### src/rtl/muldiv_pkg.sv
package muldiv_pkg;

   typedef enum logic [1:0] {
      MD_MUL_N = 2'b00,
      MD_MUL_W = 2'b01,
      MD_DIV_N = 2'b10,
      MD_DIV_W = 2'b11
   } md_op_e;

   function automatic logic md_is_div(input md_op_e o);
      logic [1:0] v;
      v = o;
      return v[1];
   endfunction

   function automatic logic md_is_wide(input md_op_e o);
      logic [1:0] v;
      v = o;
      return v[0];
   endfunction

   function automatic int md_max4(input int a, input int b, input int c, input int d);
      int m;
      m = a;
      if (b > m) m = b;
      if (c > m) m = c;
      if (d > m) m = d;
      return m;
   endfunction

endpackage

### src/rtl/muldiv_seq.sv
module muldiv_seq
   import muldiv_pkg::*;
#(
   parameter int LAT_MUL_N = 5,
   parameter int LAT_MUL_W = 12,
   parameter int LAT_DIV_N = 8,
   parameter int LAT_DIV_W = 12,
   localparam int LAT_MAX  = md_max4(LAT_MUL_N, LAT_MUL_W, LAT_DIV_N, LAT_DIV_W),
   localparam int CNT_W    = $clog2(LAT_MAX + 1)
) (
   input  logic   clk,
   input  logic   rst_n,
   input  logic   start,
   input  md_op_e op,
   output logic   accept,
   output logic   busy,
   output logic   done
);

   logic [CNT_W-1:0] cnt_q;
   logic [CNT_W-1:0] lat_sel;
   logic             busy_q;
   logic             done_q;

   always_comb begin
      unique case (op)
         MD_MUL_N: lat_sel = CNT_W'(LAT_MUL_N);
         MD_MUL_W: lat_sel = CNT_W'(LAT_MUL_W);
         MD_DIV_N: lat_sel = CNT_W'(LAT_DIV_N);
         default:  lat_sel = CNT_W'(LAT_DIV_W);
      endcase
   end

   assign accept = start & ~busy_q;

   always_ff @(posedge clk or negedge rst_n) begin
      if (!rst_n) begin
         cnt_q  <= '0;
         busy_q <= 1'b0;
         done_q <= 1'b0;
      end else begin
         done_q <= busy_q && (cnt_q == CNT_W'(1));
         if (accept) begin
            cnt_q  <= lat_sel;
            busy_q <= 1'b1;
         end else if (busy_q) begin
            cnt_q <= cnt_q - CNT_W'(1);
            if (cnt_q == CNT_W'(1)) busy_q <= 1'b0;
         end
      end
   end

   assign busy = busy_q;
   assign done = done_q;

endmodule

### src/rtl/muldiv_mul.sv
module muldiv_mul #(
   parameter int AW  = 24,
   parameter int BW  = 16,
   parameter int BPC = 2,
   localparam int PW = AW + BW,
   localparam int SW = $clog2(BW / BPC + 1)
) (
   input  logic          clk,
   input  logic          rst_n,
   input  logic          load,
   input  logic          step_en,
   input  logic [AW-1:0] mcand,
   input  logic [BW-1:0] mplier,
   input  logic [SW-1:0] nsteps,
   output logic [PW-1:0] product
);

   logic [PW-1:0] acc_q;
   logic [PW-1:0] mcand_q;
   logic [BW-1:0] mplier_q;
   logic [SW-1:0] left_q;
   logic [PW-1:0] term [BPC];
   logic [PW-1:0] add_sum;

   for (genvar g = 0; g < BPC; g++) begin : g_term
      assign term[g] = mplier_q[g] ? (mcand_q << g) : '0;
   end

   always_comb begin
      add_sum = '0;
      for (int j = 0; j < BPC; j++) add_sum = add_sum + term[j];
   end

   always_ff @(posedge clk or negedge rst_n) begin
      if (!rst_n) begin
         acc_q    <= '0;
         mcand_q  <= '0;
         mplier_q <= '0;
         left_q   <= '0;
      end else if (load) begin
         acc_q    <= '0;
         mcand_q  <= PW'(mcand);
         mplier_q <= mplier;
         left_q   <= nsteps;
      end else if (step_en && (left_q != '0)) begin
         acc_q    <= acc_q + add_sum;
         mcand_q  <= mcand_q << BPC;
         mplier_q <= mplier_q >> BPC;
         left_q   <= left_q - SW'(1);
      end
   end

   assign product = acc_q;

endmodule

### src/rtl/muldiv_div.sv
module muldiv_div #(
   parameter int AW  = 24,
   parameter int BW  = 16,
   parameter int BPC = 2,
   localparam int SW = $clog2(AW / BPC + 1)
) (
   input  logic          clk,
   input  logic          rst_n,
   input  logic          load,
   input  logic          step_en,
   input  logic [AW-1:0] dividend,
   input  logic [BW-1:0] divisor,
   input  logic [SW-1:0] nsteps,
   output logic [AW-1:0] quotient,
   output logic [BW-1:0] remainder
);

   logic [AW-1:0] quo_q;
   logic [BW-1:0] rem_q;
   logic [BW-1:0] dvs_q;
   logic [SW-1:0] left_q;
   logic [AW-1:0] q_st [BPC+1];
   logic [BW-1:0] r_st [BPC+1];

   assign q_st[0] = quo_q;
   assign r_st[0] = rem_q;

   for (genvar g = 0; g < BPC; g++) begin : g_stage
      logic [BW:0] trial;
      logic        fits;
      assign trial      = {r_st[g], q_st[g][AW-1]};
      assign fits       = trial >= {1'b0, dvs_q};
      assign r_st[g+1]  = fits ? (trial[BW-1:0] - dvs_q) : trial[BW-1:0];
      assign q_st[g+1]  = {q_st[g][AW-2:0], fits};
   end

   always_ff @(posedge clk or negedge rst_n) begin
      if (!rst_n) begin
         quo_q  <= '0;
         rem_q  <= '0;
         dvs_q  <= '0;
         left_q <= '0;
      end else if (load) begin
         quo_q  <= dividend;
         rem_q  <= '0;
         dvs_q  <= divisor;
         left_q <= nsteps;
      end else if (step_en && (left_q != '0)) begin
         quo_q  <= q_st[BPC];
         rem_q  <= r_st[BPC];
         left_q <= left_q - SW'(1);
      end
   end

   assign quotient  = quo_q;
   assign remainder = rem_q;

endmodule

### src/rtl/muldiv_top.sv
module muldiv_top
   import muldiv_pkg::*;
#(
   parameter int A_W       = 24,
   parameter int A_N       = 16,
   parameter int B_W       = 16,
   parameter int B_N       = 8,
   parameter int MUL_BPC   = 2,
   parameter int DIV_BPC   = 2,
   parameter int LAT_MUL_N = 5,
   parameter int LAT_MUL_W = 12,
   parameter int LAT_DIV_N = 8,
   parameter int LAT_DIV_W = 12,
   localparam int PW       = A_W + B_W,
   localparam int MSW      = $clog2(B_W / MUL_BPC + 1),
   localparam int DSW      = $clog2(A_W / DIV_BPC + 1),
   localparam int PAD      = A_W - A_N
) (
   input  logic           clk,
   input  logic           rst_n,
   input  logic           start,
   input  logic [1:0]     op_sel,
   input  logic [A_W-1:0] opa,
   input  logic [B_W-1:0] opb,
   output logic           busy,
   output logic           done,
   output logic [PW-1:0]  product,
   output logic [A_W-1:0] quotient,
   output logic [B_W-1:0] remainder,
   output logic           div_zero
);

   if (A_N > A_W || B_N > B_W) begin : g_bad_width
      $error("narrow operand wider than wide operand");
   end
   if ((A_N % DIV_BPC) != 0 || (A_W % DIV_BPC) != 0) begin : g_bad_dbpc
      $error("dividend widths must be multiples of DIV_BPC");
   end
   if ((B_N % MUL_BPC) != 0 || (B_W % MUL_BPC) != 0) begin : g_bad_mbpc
      $error("multiplier widths must be multiples of MUL_BPC");
   end
   if (B_N / MUL_BPC > LAT_MUL_N || B_W / MUL_BPC > LAT_MUL_W) begin : g_bad_mlat
      $error("multiply latency shorter than step count");
   end
   if (A_N / DIV_BPC > LAT_DIV_N || A_W / DIV_BPC > LAT_DIV_W) begin : g_bad_dlat
      $error("divide latency shorter than step count");
   end
   if (LAT_MUL_N < 1 || LAT_MUL_W < 1 || LAT_DIV_N < 1 || LAT_DIV_W < 1) begin : g_bad_lat
      $error("latencies must be at least one cycle");
   end

   md_op_e          op;
   logic            accept;
   logic            is_div;
   logic            is_wide;
   logic [A_W-1:0]  a_sel;
   logic [B_W-1:0]  b_sel;
   logic [A_W-1:0]  dvd_aligned;
   logic [MSW-1:0]  mul_steps;
   logic [DSW-1:0]  div_steps;
   logic            dz_q;

   assign op      = md_op_e'(op_sel);
   assign is_div  = md_is_div(op);
   assign is_wide = md_is_wide(op);

   assign a_sel = is_wide ? opa : A_W'(opa[A_N-1:0]);
   assign b_sel = is_wide ? opb : B_W'(opb[B_N-1:0]);

   // narrow dividend is left-aligned so its top bit enters the divider first
   assign dvd_aligned = is_wide ? opa : (A_W'(opa[A_N-1:0]) << PAD);

   assign mul_steps = is_wide ? MSW'(B_W / MUL_BPC) : MSW'(B_N / MUL_BPC);
   assign div_steps = is_wide ? DSW'(A_W / DIV_BPC) : DSW'(A_N / DIV_BPC);

   muldiv_seq #(
      .LAT_MUL_N (LAT_MUL_N),
      .LAT_MUL_W (LAT_MUL_W),
      .LAT_DIV_N (LAT_DIV_N),
      .LAT_DIV_W (LAT_DIV_W)
   ) u_seq (
      .clk    (clk),
      .rst_n  (rst_n),
      .start  (start),
      .op     (op),
      .accept (accept),
      .busy   (busy),
      .done   (done)
   );

   muldiv_mul #(
      .AW  (A_W),
      .BW  (B_W),
      .BPC (MUL_BPC)
   ) u_mul (
      .clk     (clk),
      .rst_n   (rst_n),
      .load    (accept & ~is_div),
      .step_en (busy),
      .mcand   (a_sel),
      .mplier  (b_sel),
      .nsteps  (mul_steps),
      .product (product)
   );

   muldiv_div #(
      .AW  (A_W),
      .BW  (B_W),
      .BPC (DIV_BPC)
   ) u_div (
      .clk       (clk),
      .rst_n     (rst_n),
      .load      (accept & is_div),
      .step_en   (busy),
      .dividend  (dvd_aligned),
      .divisor   (b_sel),
      .nsteps    (div_steps),
      .quotient  (quotient),
      .remainder (remainder)
   );

   always_ff @(posedge clk or negedge rst_n) begin
      if (!rst_n)      dz_q <= 1'b0;
      else if (accept) dz_q <= is_div && (b_sel == '0);
   end

   assign div_zero = dz_q;

endmodule

### config.mk
export PLATFORM = sky130hd
export DESIGN_NAME = muldiv_top
export DESIGN_NICKNAME = d
export VERILOG_FILES = /design/src/rtl/muldiv_pkg.sv /design/src/rtl/muldiv_seq.sv /design/src/rtl/muldiv_mul.sv /design/src/rtl/muldiv_div.sv /design/src/rtl/muldiv_top.sv
export SDC_FILE = /design/constraint.sdc
export NUM_CORES = 1
export LEC_CHECK = 0
export BUFFER_PORTS_ARGS = -buffer_cell sky130_fd_sc_hd__buf_2
export CAP_MARGIN = 20
export CORE_MARGIN = 5
export CORE_UTILIZATION = 30
export DETAILED_ROUTE_END_ITERATION = 10
export MAX_ROUTING_LAYER = met4
export PLACE_DENSITY = 0.56
export SYNTH_ARGS = -nofsm -noshare
export SYNTH_HDL_FRONTEND = slang
export SYNTH_SLANG_ARGS = --single-unit
export TNS_END_PERCENT = 50
### constraint.sdc
create_clock -name clk -period 4.75 [get_ports clk]
set_input_delay 1.425 -clock clk [delete_from_list [all_inputs] [get_ports clk]]
set_output_delay 1.425 -clock clk [all_outputs]
set_load 0.005 [all_outputs]
==> results of run 1 <==
## cell type report
type	instances	area, sq um
Multi-Input combinational cell	1067	7350
Clock inverter	13	121
Fill cell	4146	25700
Timing Repair Buffer	248	1580
Sequential cell	167	4180
Tap cell	532	666
Clock buffer	19	453
Inverter	163	612
Antenna cell	1	2.50
## state kept, by name (all words and copies together) (netlist names), 4 cells and up
register and flops:
u_div.remainder 16, u_mul.product 40, u_mul.mcand_q 40, u_seq.cnt_q 4, u_div.quotient 24, u_div.left_q 4
u_div.dvs_q 16, u_mul.mplier_q 16, u_mul.left_q 4
## routing by layer
metal / up-vias / routed length, um
li1: 5450 / -
met1: 5355 / 18000
met2: 226 / 17800
met3: 42 / 1530
met4: 0 / 588
met5: - / 0
## cells by family after synthesis
logic type                 count (synthesis)  share of synthesized area, %
buffers and inverters                    234                          7.42
DFF                                      167                          34.1
adders and majority gates                116                          14.3
xor gates and xnor gates                  60                          4.29
AOI/OAI and AO/OA                        357                          19.4
muxes                                     17                          1.51
and+or+nand+nor                          517                          19.0
## tightest hold or removal path, cell delays in order, from the launching register on
cell and delay [ns]:
dfrtp_1 0.34, nand2_1 0.05, nand2_1 0.05
## metrics by stage
stage / TNS [ns] / instances / instance area [sq um] / setup WS (ns) / hold WS, ns
2_1_floorplan: 0 / 1468 / 12300 / 0.112 / 0.446
3_3_place_gp: -0.135 / 2170 / 14200 / -0.0962 / 0.454
3_5_place_dp: -0.426 / 2170 / 14200 / -0.100 / 0.464
4_1_cts: 0 / 2202 / 14800 / 0.00445 / 0.482
5_1_grt: -0.464 / 2210 / 15000 / -0.0759 / 0.500
6_report: 0 / 2210 / 15000 / 0.161 / 0.476
## synthesized netlist by cell type (5+ instances only)
master and instances:
xnor2_1 35, dfrtp_1 167, nand4_1 9, or3_1 9
a22oi_1 30, o311ai_0 5, a21oi_1 63, nand2b_1 13
xor2_1 25, o21ai_0 92, o22ai_1 8, nand2_1 283
mux2_2 12, a211oi_1 14, and2_1 15, inv_1 163
a31oi_1 23, ha_1 75, o21ai_1 6, o311ai_1 9
clkbuf_1 60, nor2_1 32, o211ai_1 5, nor2b_1 16
and3_1 9, o31ai_1 11, mux2i_1 5, nor4_1 6
nor3_1 19, a21o_1 31, fa_1 41, nand3_1 95
o21a_1 15
## repair_timing
item                                    CTS  global route
resized for setup                         7            29
gates cloned                              0             1
endpoints found under the setup margin   15            17
buffers inserted                          0             5
pin swaps                                 0             8
## worst max-delay path by stage
stage,startpoint,endpoint,slack [ns],depth (start not counted)
after floorplan,u_div.remainder[5],u_div.quotient[0],0.11,20
after global placement,u_div.remainder[5],u_div.remainder[14],-0.1,19
after detailed placement,u_div.remainder[5],u_div.quotient[0],-0.10,19
after CTS,u_div.remainder[5],u_div.remainder[14],0.004,21
after global routing,u_div.remainder[3],u_div.remainder[14],-0.08,22
final,u_div.remainder[5],u_div.remainder[14],0.16,22
==> results.sh, run 1 <==
export IMPL_synth_nets=1629
export IMPL_hpwl_mm=29.2
export IMPL_post_drt_wl_per_cell_um=17.1
export IMPL_worst_pin_slew_ns=0.995
export IMPL_via_count=11100
export IMPL_slew_violations=0
export IMPL_synth_edf_count=0
export IMPL_fin_skew_ns=0.0101
export IMPL_criticalPathCategory="reg -> reg"
export IMPL_antenna_found_initial=2
export IMPL_reg2reg_from="u_div.remainder[5]"
export IMPL_areaGrowthSynthToFinish_pct=22.1
export IMPL_post_route_period_util_pct=96.6
export IMPL_grt_ovfl_total=0
export IMPL_rows=74
export IMPL_yosys_area_top_type_share_pct=34.1
export IMPL_synthCells=1468
export IMPL_initial_core_util_pct=30.2
export IMPL_critPathMaxStageDelay_ns=0.43
export IMPL_grt_pass1_wl_mm=60.6
export IMPL_synth_cell_type_count=73
export IMPL_hold_viol=0
export IMPL_critPathCaptureType="flip-flop"
export IMPL_vias_per_cell=5.01
export IMPL_drtIter0Drc=714
export IMPL_grtUsageTotal_pct=17.3
export IMPL_use_met3_pct=2.61
export IMPL_critical_path_max_fanout=5
export IMPL_layout_drive_gt1_share_pct=19.9
export IMPL_worstHoldStart="u_mul.mplier_q[4]"
export IMPL_cts_root_buf="clkbuf_16"
export IMPL_layout_common_cells="281 x nand2_1, 167 x dfrtp_1, 163 x inv_1"
export IMPL_synth_area_leaders="dfrtp_1 34%, nand2_1 8.7%, ha_1 7.7%, fa_1 6.7%, inv_1 5.0%"
export IMPL_synth_area_sq_um=12300
export IMPL_grt_pass1_vias=11000
export IMPL_path_cells="ha_4 -> buf_4 -> o211ai_1 -> nor3_2 -> o21ai_2 -> a21oi_2 -> a31oi_4 -> o21ai_4 -> buf_6 -> mux2_2 -> ha_1 -> a21o_1 -> a21oi_2 -> nor2_1 -> or4_4 -> o221ai_4 -> o21ai_2 -> a221oi_4 -> buf_4 -> buf_4 -> nand2b_1 -> a32o_1"
export IMPL_ys_async_sr_fraction_pct=100
export IMPL_reg2regPathDepth=22
export IMPL_worstHoldEndpoint="u_mul.mplier_q[4]"
export IMPL_port_buffers=127
export IMPL_use_met2_pct=27.5
export IMPL_crit_path_frequent_cell="buf_4"
export IMPL_r2r_end="u_div.remainder[14]"
export IMPL_drt_wl_total_mm=37.9
export IMPL_cts_tree="yes"
export IMPL_cp_top_family="compound AO/OA/AOI/OAI gates"
export IMPL_nets=1825
export IMPL_hold_class="reg -> reg"
export IMPL_grt_max_degree=82
export IMPL_top_usage_layer="met2"
export IMPL_met1_usage_pct=23.5
export IMPL_coreArea_sq_um=40600
export IMPL_route_detailed_drc=0
export IMPL_relSlewSlack_pct=33.7
export IMPL_regToRegSetupSlack_ns=0.16
export IMPL_synth_seq_area_share_pct=34.1
export IMPL_fp_dieH_um=212
export IMPL_place_gp_congestion=0.887
export IMPL_layout_commonest_cell="nand2_1"
export IMPL_yosys_area_top_type="dfrtp_1"
export IMPL_fmax_ghz=0.218
export IMPL_cts_hold_buf=0
export IMPL_path_clk_slew_ns=0.07
export IMPL_startpoint_type="flip-flop"
export IMPL_avgSynthCellArea_sq_um=8.35
export IMPL_path_buf_inv=4
export IMPL_ys_warn_count=0
export IMPL_dieArea_sq_um=45000
export IMPL_drtAntennaViolNets=0
export IMPL_io_pins=128
export IMPL_setup_viol=0
export IMPL_cts_buffers_inserted=17
export IMPL_critPathArrivalTime_ns=4.91
export IMPL_clock_path_buffers=2
export IMPL_ys_ff_latch=167
export IMPL_min_period_ns=4.59
export IMPL_required_ns=5.07
export IMPL_clk_latency_ns=0.44
export IMPL_htreeDepth=4
export IMPL_holdPathStages=2
export IMPL_firstDrtPassIters=5
export IMPL_die_w_um=212
export IMPL_crit_path_top_delay_cell="or4_4"
export IMPL_postLayoutCoreUtil_pct=36.8
export IMPL_max_cap_viol_count=0
export IMPL_run_status="finished clean"
export IMPL_cts_sinks=167
export IMPL_synthFlopType="dfrtp_1"
Power of run 1 is not shown: default switching activity piles up to over one toggle a cycle in this logic, so the estimate is an artifact.
==> run 2, diff against run 1 <==
REMOVE_ABC_BUFFERS = 1   (was not set)
==> run 2 against run 1 <==
  * Cell count shrank 1.1%
  * Register-to-register slack lost 0.06 ns
  * First-iteration DRC count grew 8.5%
  * Clock skew grew 0.0019 ns
  * Die area is the same
  * Hold slack gained 0.0035 ns
  * Design area shrank 0.18%
  * Setup slack lost 0.056 ns
==> results.sh, run 2 (synthesis gave the netlist of run 1 again) <==
export IMPL_post_drt_wl_per_cell_um=17.4
export IMPL_path_cells="ha_1 -> buf_4 -> a21oi_1 -> a21oi_1 -> o41ai_2 -> nor2b_2 -> xnor2_1 -> mux2_2 -> ha_4 -> a21oi_2 -> nor2_2 -> or4_4 -> o221ai_4 -> o21ai_2 -> a221oi_4 -> buf_4 -> buf_12 -> mux2_2 -> o21ai_2"
export IMPL_route_detailed_drc=0
export IMPL_critPathArrivalTime_ns=5.01
export IMPL_fill_cells=4189
export IMPL_port_buffers=127
export IMPL_run_status="finished clean"
export IMPL_cp_top_family="compound AO/OA/AOI/OAI gates"
export IMPL_layout_drive_gt1_share_pct=19.7
export IMPL_critPathMaxStageDelay_ns=0.49
export IMPL_multi_input_area_sq_um=7460
export IMPL_post_route_period_util_pct=97.8
export IMPL_fmax_ghz=0.215
export IMPL_drtAntennaViolNets=0
export IMPL_critPathCaptureType="flip-flop"
export IMPL_drt_wl_total_mm=38.1
export IMPL_layout_area_seq_sq_um=4180
export IMPL_drtIter0Drc=775
export IMPL_crit_path_top_delay_cell="or4_4"
export IMPL_setup_viol=0
export IMPL_slew_violations=0
export IMPL_coreArea_sq_um=40600
export IMPL_rows=74
export IMPL_worst_pin_slew_ns=0.983
export IMPL_grt_max_degree=100
export IMPL_nets=1802
export IMPL_cts_root_buf="clkbuf_16"
export IMPL_startpoint_type="flip-flop"
export IMPL_min_period_ns=4.65
export IMPL_hold_class="reg -> reg"
export IMPL_grt_pass1_wl_mm=59.7
export IMPL_firstDrtPassIters=5
export IMPL_grt_pass1_vias=10700
export IMPL_io_pins=128
export IMPL_required_ns=5.11
export IMPL_via_count=11100
export IMPL_initial_core_util_pct=30.2
export IMPL_hpwl_mm=28.7
export IMPL_post_dp_cell_area_sq_um=14000
export IMPL_whs_ns=0.480
export IMPL_criticalPathCategory="reg -> reg"
export IMPL_htreeDepth=4
export IMPL_antenna_found_initial=1
export IMPL_grtUsageTotal_pct=17.1
export IMPL_clock_path_buffers=2
export IMPL_path_buf_inv=3
export IMPL_layout_commonest_cell="nand2_1"
export IMPL_cts_sinks=167
export IMPL_die_w_um=212
export IMPL_vias_per_cell=5.09
export IMPL_cts_tree="yes"
export IMPL_cts_buffers_inserted=17
export IMPL_layout_common_cells="281 x nand2_1, 166 x dfrtp_1, 161 x inv_1"
export IMPL_max_cap_viol_count=0
export IMPL_place_gp_congestion=0.906
export IMPL_clk_latency_ns=0.43
export IMPL_fin_setup_tns_ns=0
export IMPL_areaGrowthSynthToFinish_pct=21.9
export IMPL_grt_ovfl_total=0
export IMPL_fin_skew_ns=0.0120
export IMPL_critical_path_max_fanout=5
export IMPL_hold_viol=0
export IMPL_dieArea_sq_um=45000
export IMPL_fp_dieH_um=212
export IMPL_final_area_sq_um=14900
export IMPL_cts_hold_buf=0
export IMPL_relSlewSlack_pct=34.4
export IMPL_path_clk_slew_ns=0.07
run 2: cell count changes in the layout (fill, tap and decap cells not counted), sizes merged:
cell,delta
buf,-24
clkinv,-4
inv,+2
bufinv,+1
clkbuf,+1
run 2: cell type report:
type	instances	share of cell area, %
repair buffers	225	9.55
diodes	1	0.0167
well taps	532	4.45
flip-flops and latches	167	28.0
clock inverters	12	0.963
multi-input cells	1067	49.9
clock buffers	19	3.03
inverters	163	4.09
run 2: metrics by stage:
step	worst slack [ns]	std cells	util (%)
2_1_floorplan	-0.556	1397	-
3_3_place_gp	-0.00834	2143	34.4
3_5_place_dp	-0.144	2143	34.4
4_1_cts	0.0253	2175	36.0
5_1_grt	-0.0762	2186	36.8
6_report	0.105	2186	36.8
run 2: per-layer routing:
layer,track usage (%),wire length [um],vias to the layer above
li1,-,-,5400
met1,23.7,17900,5408
met2,27.0,17600,279
met3,2.05,1840,35
met4,4.02,659,0
met5,-,0,-
run 2: repair_timing:
action                                  in CTS  in global routing
resized for setup                            6                 47
buffers inserted                             1                  9
gates cloned                                 0                  1
endpoints found under the setup margin      16                 16
pin swaps                                    0                 16
run 2: worst paths after layout:
kind,start,endpoint,slack [ns],cells after the start
setup reg to reg,u_div.remainder[2],u_div.remainder[1],0.10,19
min in group asynchronous,rst_n,u_seq.done,1.04,1
setup / recovery,u_div.remainder[2],u_div.remainder[1],0.10,19
max in group asynchronous,rst_n,u_mul.mcand_q[23],2.86,2
hold / removal,u_mul.mplier_q[6],u_mul.mplier_q[6],0.48,2
hold reg to reg,u_mul.mplier_q[6],u_mul.mplier_q[6],0.48,2
run 2: worst register-to-register path, delay by kind of cell, from the launching register on:
kind                     cells  cell delay [ns]
multiplexers                 2             0.65
XOR/XNOR                     1             0.09
buffers and inverters        3             0.45
AND/OR/NAND/NOR              3             0.77
AO/OA/AOI/OAI                8             1.58
adder cells (fa/ha/maj)      2             0.57
flip-flops                   1             0.45
Power of run 2 is left out for the same reason.
